$ cat src/rtl/prio_pkg.sv
package prio_pkg;
  localparam int unsigned LINES_DEF   = 8;
  localparam int unsigned CASCADE_DEF = 2;

  typedef enum logic {
    STAGE_COMB = 1'b0,
    STAGE_REG  = 1'b1
  } stage_e;
endpackage

$ cat src/rtl/rot_search.sv
module rot_search #(
  parameter int unsigned N = 8,
  localparam int unsigned W = (N > 1) ? $clog2(N) : 1
) (
  input  logic         clk_i,
  input  logic         rst_ni,
  input  logic [N-1:0] vec_i,
  input  logic [W-1:0] off_i,
  output logic [W:0]   prio_o,
  output logic [W-1:0] line_o,
  output logic         found_o
);
  logic [N-1:0] rot;

  // rot[p] is the physical line that sits at rank p
  for (genvar p = 0; p < N; p++) begin : g_rot
    logic [W-1:0] idx;
    assign idx    = W'(p) + off_i;
    assign rot[p] = vec_i[idx];
  end

  always_comb begin
    prio_o = (W+1)'(N);
    for (int p = N - 1; p >= 0; p--) begin
      if (rot[p]) prio_o = (W+1)'(p);
    end
  end

  assign line_o  = prio_o[W-1:0] + off_i;
  assign found_o = |rot;

  AST_LINE_SET: assert property (@(posedge clk_i) disable iff (!rst_ni)
    found_o |-> vec_i[line_o]);
  AST_EMPTY_SENTINEL: assert property (@(posedge clk_i) disable iff (!rst_ni)
    (vec_i == '0) |-> (prio_o == (W+1)'(N)));
endmodule

$ cat src/rtl/isr_filter.sv
module isr_filter #(
  parameter int unsigned N       = 8,
  parameter int unsigned CASCADE = 2
) (
  input  logic         clk_i,
  input  logic         rst_ni,
  input  logic [N-1:0] isr_i,
  input  logic [N-1:0] mask_i,
  input  logic         special_mask_i,
  input  logic         nest_mode_i,
  input  logic         master_i,
  output logic [N-1:0] eff_o
);
  logic [N-1:0] casc_bit;
  logic [N-1:0] keep_mask;
  logic [N-1:0] keep_casc;

  assign casc_bit  = N'(1) << CASCADE;
  assign keep_mask = special_mask_i ? ~mask_i : '1;
  assign keep_casc = (nest_mode_i && master_i) ? ~casc_bit : '1;
  assign eff_o     = isr_i & keep_mask & keep_casc;

  AST_SMM_DROP: assert property (@(posedge clk_i) disable iff (!rst_ni)
    special_mask_i |-> ((eff_o & mask_i) == '0));
  AST_CASCADE_DROP: assert property (@(posedge clk_i) disable iff (!rst_ni)
    (nest_mode_i && master_i) |-> !eff_o[CASCADE]);
  AST_SUBSET: assert property (@(posedge clk_i) disable iff (!rst_ni)
    ((eff_o & ~isr_i) == '0));
endmodule

$ cat src/rtl/out_stage.sv
module out_stage #(
  parameter int unsigned W     = 3,
  parameter prio_pkg::stage_e MODE = prio_pkg::STAGE_REG
) (
  input  logic         clk_i,
  input  logic         rst_ni,
  input  logic         valid_i,
  input  logic [W-1:0] num_i,
  output logic         valid_o,
  output logic [W-1:0] num_o
);
  if (MODE == prio_pkg::STAGE_REG) begin : g_reg
    always_ff @(posedge clk_i or negedge rst_ni) begin
      if (!rst_ni) begin
        valid_o <= 1'b0;
        num_o   <= '0;
      end else begin
        valid_o <= valid_i;
        num_o   <= valid_i ? num_i : '0;
      end
    end
  end else begin : g_comb
    assign valid_o = valid_i;
    assign num_o   = valid_i ? num_i : '0;
  end
endmodule

$ cat src/rtl/prio_resolver.sv
module prio_resolver #(
  parameter int unsigned N       = prio_pkg::LINES_DEF,
  parameter int unsigned CASCADE = prio_pkg::CASCADE_DEF,
  parameter prio_pkg::stage_e MODE = prio_pkg::STAGE_REG,
  localparam int unsigned W = (N > 1) ? $clog2(N) : 1
) (
  input  logic         clk_i,
  input  logic         rst_ni,
  input  logic [N-1:0] req_i,
  input  logic [N-1:0] mask_i,
  input  logic [N-1:0] isr_i,
  input  logic [W-1:0] offset_i,
  input  logic         special_mask_i,
  input  logic         nest_mode_i,
  input  logic         master_i,
  output logic         irq_valid_o,
  output logic [W-1:0] irq_num_o,
  output logic         int_o
);
  logic [N-1:0] cand;
  logic [N-1:0] eff_isr;
  logic [W:0]   req_prio, cur_prio;
  logic [W-1:0] req_line, cur_line;
  logic         req_found, cur_found;
  logic         hit;

  assign cand = req_i & ~mask_i;

  rot_search #(.N(N)) u_req_search (
    .clk_i   (clk_i),
    .rst_ni  (rst_ni),
    .vec_i   (cand),
    .off_i   (offset_i),
    .prio_o  (req_prio),
    .line_o  (req_line),
    .found_o (req_found)
  );

  isr_filter #(.N(N), .CASCADE(CASCADE)) u_isr_filter (
    .clk_i          (clk_i),
    .rst_ni         (rst_ni),
    .isr_i          (isr_i),
    .mask_i         (mask_i),
    .special_mask_i (special_mask_i),
    .nest_mode_i    (nest_mode_i),
    .master_i       (master_i),
    .eff_o          (eff_isr)
  );

  rot_search #(.N(N)) u_cur_search (
    .clk_i   (clk_i),
    .rst_ni  (rst_ni),
    .vec_i   (eff_isr),
    .off_i   (offset_i),
    .prio_o  (cur_prio),
    .line_o  (cur_line),
    .found_o (cur_found)
  );

  // strict compare; empty in-service side ranks below every request
  assign hit = req_found && (!cur_found || (req_prio < cur_prio));

  out_stage #(.W(W), .MODE(MODE)) u_out (
    .clk_i   (clk_i),
    .rst_ni  (rst_ni),
    .valid_i (hit),
    .num_i   (req_line),
    .valid_o (irq_valid_o),
    .num_o   (irq_num_o)
  );

  assign int_o = irq_valid_o;

  AST_WIN_UNMASKED: assert property (@(posedge clk_i) disable iff (!rst_ni)
    hit |-> (req_i[req_line] && !mask_i[req_line]));
  AST_IDLE_NO_HIT: assert property (@(posedge clk_i) disable iff (!rst_ni)
    (cand == '0) |-> !hit);
  AST_NOT_IN_SERVICE: assert property (@(posedge clk_i) disable iff (!rst_ni)
    hit |-> !eff_isr[req_line]);
  AST_DISTINCT_LEVEL: assert property (@(posedge clk_i) disable iff (!rst_ni)
    (hit && cur_found) |-> (cur_line != req_line));
  AST_EMPTY_ISR_FIRES: assert property (@(posedge clk_i) disable iff (!rst_ni)
    ((eff_isr == '0) && (cand != '0)) |-> hit);
  AST_NUM_QUIET: assert property (@(posedge clk_i) disable iff (!rst_ni)
    !irq_valid_o |-> (irq_num_o == '0));
endmodule

$ cat config.mk
export PLATFORM = sky130hd
export DESIGN_NAME = prio_resolver
export DESIGN_NICKNAME = d
export VERILOG_FILES = /design/src/rtl/prio_pkg.sv /design/src/rtl/rot_search.sv /design/src/rtl/isr_filter.sv /design/src/rtl/out_stage.sv /design/src/rtl/prio_resolver.sv
export SDC_FILE = /design/constraint.sdc
export NUM_CORES = 1
export LEC_CHECK = 0
export BUFFER_PORTS_ARGS = -buffer_cell sky130_fd_sc_hd__buf_2
export CORE_MARGIN = 8
export CORE_UTILIZATION = 40
export DETAILED_ROUTE_END_ITERATION = 10
export GPL_ROUTABILITY_DRIVEN = 0
export HOLD_SLACK_MARGIN = 0.15
export PLACE_DENSITY = 0.6
export SYNTH_ARGS = -nofsm -noshare
export SYNTH_HDL_FRONTEND = slang
export SYNTH_SLANG_ARGS = --single-unit
$ cat constraint.sdc
create_clock -name clk_i -period 1.6 [get_ports clk_i]
set_clock_uncertainty 0.1 [all_clocks]
set_input_delay 0.32 -clock clk_i [delete_from_list [all_inputs] [get_ports clk_i]]
set_output_delay 0.32 -clock clk_i [all_outputs]
set_load 0.01 [all_outputs]
==> out/summary.txt <==
PLACE
------------------------------------------------------------------------------------------------------
Detailed Place HPWL ..................................................................... 3760 microns
Number of input and output port buffers inserted ........................................           36

SYNTH
------------------------------------------------------------------------------------------------------
Count of flip-flops with a built-in enable after synthesis ..............................            0
Net count after synthesis ...............................................................          199
Share of async-settable or async-resettable flops after synthesis .......................         1.00
Area of the mapped netlist ..............................................................   1450 sq um
Post-Synthesis Cells ....................................................................          160
Synth Flop Type ......................................................................... sky130_fd_sc_hd__dfrtp_1
Sequential element share of the synthesized area ........................................       0.0692
Post-synth cell types ...................................................................           54
Yosys synthesis warning count ...........................................................            0
Mean instance size in the synthesized netlist ...........................................   9.04 sq um
Flops & latches, synth ..................................................................            4

RUN STATUS
------------------------------------------------------------------------------------------------------
Result of the run ....................................................................... finished with violations
Violations in the final reports ......................................................... negative setup slack

CELLS AND AREA
------------------------------------------------------------------------------------------------------
Most frequent standard cell in the layout excluding fill and tap cells .................. sky130_fd_sc_hd__buf_4
Layout filler cell count ................................................................          284
Final nets ..............................................................................          272
Fraction of layout cells with a size suffix above 1 .....................................        0.641
Ant. Diodes .............................................................................            0
Synth-to-layout area growth .............................................................        63.3%
Multi-input combinational cell area .....................................................   1580 sq um
Area taken by flip-flops and latches ....................................................    100 sq um
Core occupancy in the finished layout ...................................................        0.660
Commonest cells after routing, fill and taps aside ...................................... sky130_fd_sc_hd__buf_4, sky130_fd_sc_hd__buf_2, sky130_fd_sc_hd__mux4_2

WORST SETUP PATH
------------------------------------------------------------------------------------------------------
Crit Path Category ......................................................................    in -> reg
Worst Path Required .....................................................................      1640 ps
Cells along the critical path ........................................................... buf_12 > ha_4 > xor2_4 > mux4_2 > or4b_4 > nor2_4 > ha_4 > a21oi_4 > nor3b_4 > o311ai_4 > a211oi_2
Element type at the critical path start .................................................    input pin
Crit path max fanout ....................................................................            4
Most repeated library cell on the critical path ......................................... sky130_fd_sc_hd__ha_4
Worst EP arrival ........................................................................      2920 ps
Max stage delay on crit path ............................................................       530 ps
Slowest cell on the critical path ....................................................... sky130_fd_sc_hd__mux4_2
Type of destination of the critical path ................................................         flop

STA
------------------------------------------------------------------------------------------------------
Final critical-path setup slack .........................................................     -1280 ps
Achievable frequency ....................................................................    0.347 GHz
Unrepaired setup endpoints after global routing .........................................         true
Final count of hold timing violations ...................................................            0
Final clock period utilization by the worst path ........................................         1.80
Minimum period implied by the final worst setup slack ...................................      2880 ps
Worst slew margin .......................................................................        0.640
Post-route setup TNS ....................................................................     -5030 ps
Total count of max-transition violations in the final report ............................            0
Setup violation total in the final timing report ........................................            4
Worst Max-Slew Pin Slew .................................................................       540 ps

POWER
------------------------------------------------------------------------------------------------------
Clock network fraction of total power ...................................................        0.078
Switch share ............................................................................        0.420
Max VDD drop ............................................................................     0.299 mV
Reported net switching power ............................................................       638 uW
Pleak ...................................................................................  0.000972 uW
Total Power .............................................................................      1520 uW
Cell area power density .................................................................  643 nW/um^2
Combinational cell fraction of total power ..............................................        0.820
Cell internal pwr .......................................................................       882 uW
Sequential group share of total power ...................................................        0.102

FLOORPLANNING
------------------------------------------------------------------------------------------------------
Cell row count ..........................................................................           22
Die extent in y ......................................................................... 76.1 microns
Effective utilization at floorplan ......................................................        0.404
Core area ...............................................................................   3580 sq um
Horizontal extent of the die ............................................................ 76.1 microns
Top-level port count ....................................................................           37
Die area ................................................................................   5800 sq um

ROUTING
------------------------------------------------------------------------------------------------------
Wirelength per Cell ..................................................................... 17.4 microns
Post-DR vias/cell .......................................................................         5.85
Total wire length ....................................................................... 4860 microns
Total vias in the final route ...........................................................        1,632
Detailed-routing iteration count for the pre-antenna-repair pass ........................            4
Number of DRC markers in iteration 0 ....................................................           68
Count of nets left with antenna violations after detail routing .........................            0
DRC violations left .....................................................................            0

GLOBAL ROUTE
------------------------------------------------------------------------------------------------------
Total grt overflow ......................................................................            0
First-pass GRT wire length .............................................................. 8000 microns
Via count of the first global-routing pass ..............................................        1,718
Pin count of the biggest net entering global routing ....................................           26
Initial antenna violation count .........................................................            0
Overall global routing resource usage ...................................................        0.162

CLOCK TREE
------------------------------------------------------------------------------------------------------
Clock Root Buffer ....................................................................... sky130_fd_sc_hd__clkbuf_4
Clock transition at the register clock pins on the worst setup and hold paths after CTS .        40 ps
Number of H-tree levels .................................................................            1
TritonCTS clock tree ....................................................................          yes
CTS max path bufs .......................................................................            2
Clk sinks ...............................................................................            4
Total clock buffers created by CTS ......................................................            3

RUN
------------------------------------------------------------------------------------------------------
Max-capacitance violation count .........................................................            0

WORST HOLD PATH
------------------------------------------------------------------------------------------------------
Worst Hold Class ........................................................................  in -> async

## worst max-delay path by stage
| stage | start | to | slack, ps | depth (start not counted) |
|---|---|---|---|---|
| 4_1_cts | offset_i[0] | u_out.num_o[2] | -1310 | 14 |
| 2_1_floorplan | offset_i[0] | u_out.num_o[0] | -1470 | 11 |
| 6_report | offset_i[0] | u_out.num_o[1] | -1280 | 11 |
| 5_1_grt | offset_i[0] | u_out.num_o[2] | -1410 | 15 |
| 3_3_place_gp | offset_i[0] | u_out.num_o[2] | -1590 | 12 |
| 3_5_place_dp | offset_i[0] | u_out.num_o[1] | -1690 | 12 |
## worst max-delay path: cells and delay by family
family,cells,cell delay [ps]
and+or+nand+nor,3,870
muxes,1,530
AOI/OAI and AO/OA,3,510
adders and majority gates,2,410
xor gates and xnor gates,1,170
buffers and inverters,1,110
## registers in the layout (all words and copies together), names as in the netlist
signal,flops
u_out.num_o,3
u_out.valid_o,1
## power groups by stage
stage                     combinational [uW]  sequential [uW]  clock [uW]
after floorplan                          628              181           0
after global placement                   983              155           0
after CTS                               1190              156         123
after detailed placement                1010              157           0
after global routing                    1350              158         133
final                                   1250              155         119
## cell type report
| type | instances | share of cell area |
|---|---|---|
| flip-flops and latches | 4 | 0.0424 |
| inverters | 8 | 0.0148 |
| clock buffers | 3 | 0.00953 |
| repair buffers | 78 | 0.240 |
| well taps | 48 | 0.0254 |
| multi-input cells | 138 | 0.668 |
## layer usage
metal,share of wire,routed length [microns],GRT usage
met1,0.42,2020,0.194
met2,0.53,2570,0.290
met3,0.034,167,0.0224
met4,0.021,102,0.0538
met5,0,0,0
## stage by stage
| step | hold slack, ps | worst slack (ps) | instance area, sq um | cells |
|---|---|---|---|---|
| floorplan | -75.6 | -1470 | 1570 | 160 |
| global placement | 22.9 | -1590 | 2000 | 270 |
| detailed placement | 25.3 | -1690 | 2000 | 270 |
| CTS | 320 | -1310 | 2280 | 278 |
| global route | 325 | -1410 | 2360 | 279 |
| finish | 324 | -1280 | 2360 | 279 |
## logic make-up after synthesis
kind of cell               Yosys count  synth area share
adders and majority gates            7            0.0657
xor gates and xnor gates             5            0.0303
AOI/OAI and AO/OA                   48             0.257
DFF                                  4            0.0692
and+or+nand+nor                     52             0.209
buffers and inverters               18            0.0709
muxes                               26             0.298
## Yosys cell counts (all sizes together) (3+ instances only)
cell type  number  share of area
nor2b           3          0.013
mux4           13           0.20
inv             8          0.021
mux2i          10          0.072
a221oi          4          0.024
nand2b         10          0.043
and2            3          0.013
a21oi           8          0.030
nand3           3          0.010
mux2            3          0.023
nand2          13          0.034
a22oi           4          0.021
nor3b           3          0.019
ha              6          0.052
dfrtp           4          0.069
o211ai          3          0.016
nor2            5          0.013
nor3            4          0.014
xor2            3          0.018
a21boi          7          0.036
a211oi          3          0.019
o21ai           4          0.014
a311oi          3          0.018
buf             8          0.045
## what timing repair did
action / 4_1_cts / 5_1_grt
gates resized for setup: 44 / 15
pin swaps: 16 / 3
setup endpoints to repair: 4 / 4
endpoints found under the hold margin: 4 / 0
hold buffers: 1 / 0
setup buffers: 5 / 1
Power figures use the tool's default switching activity.
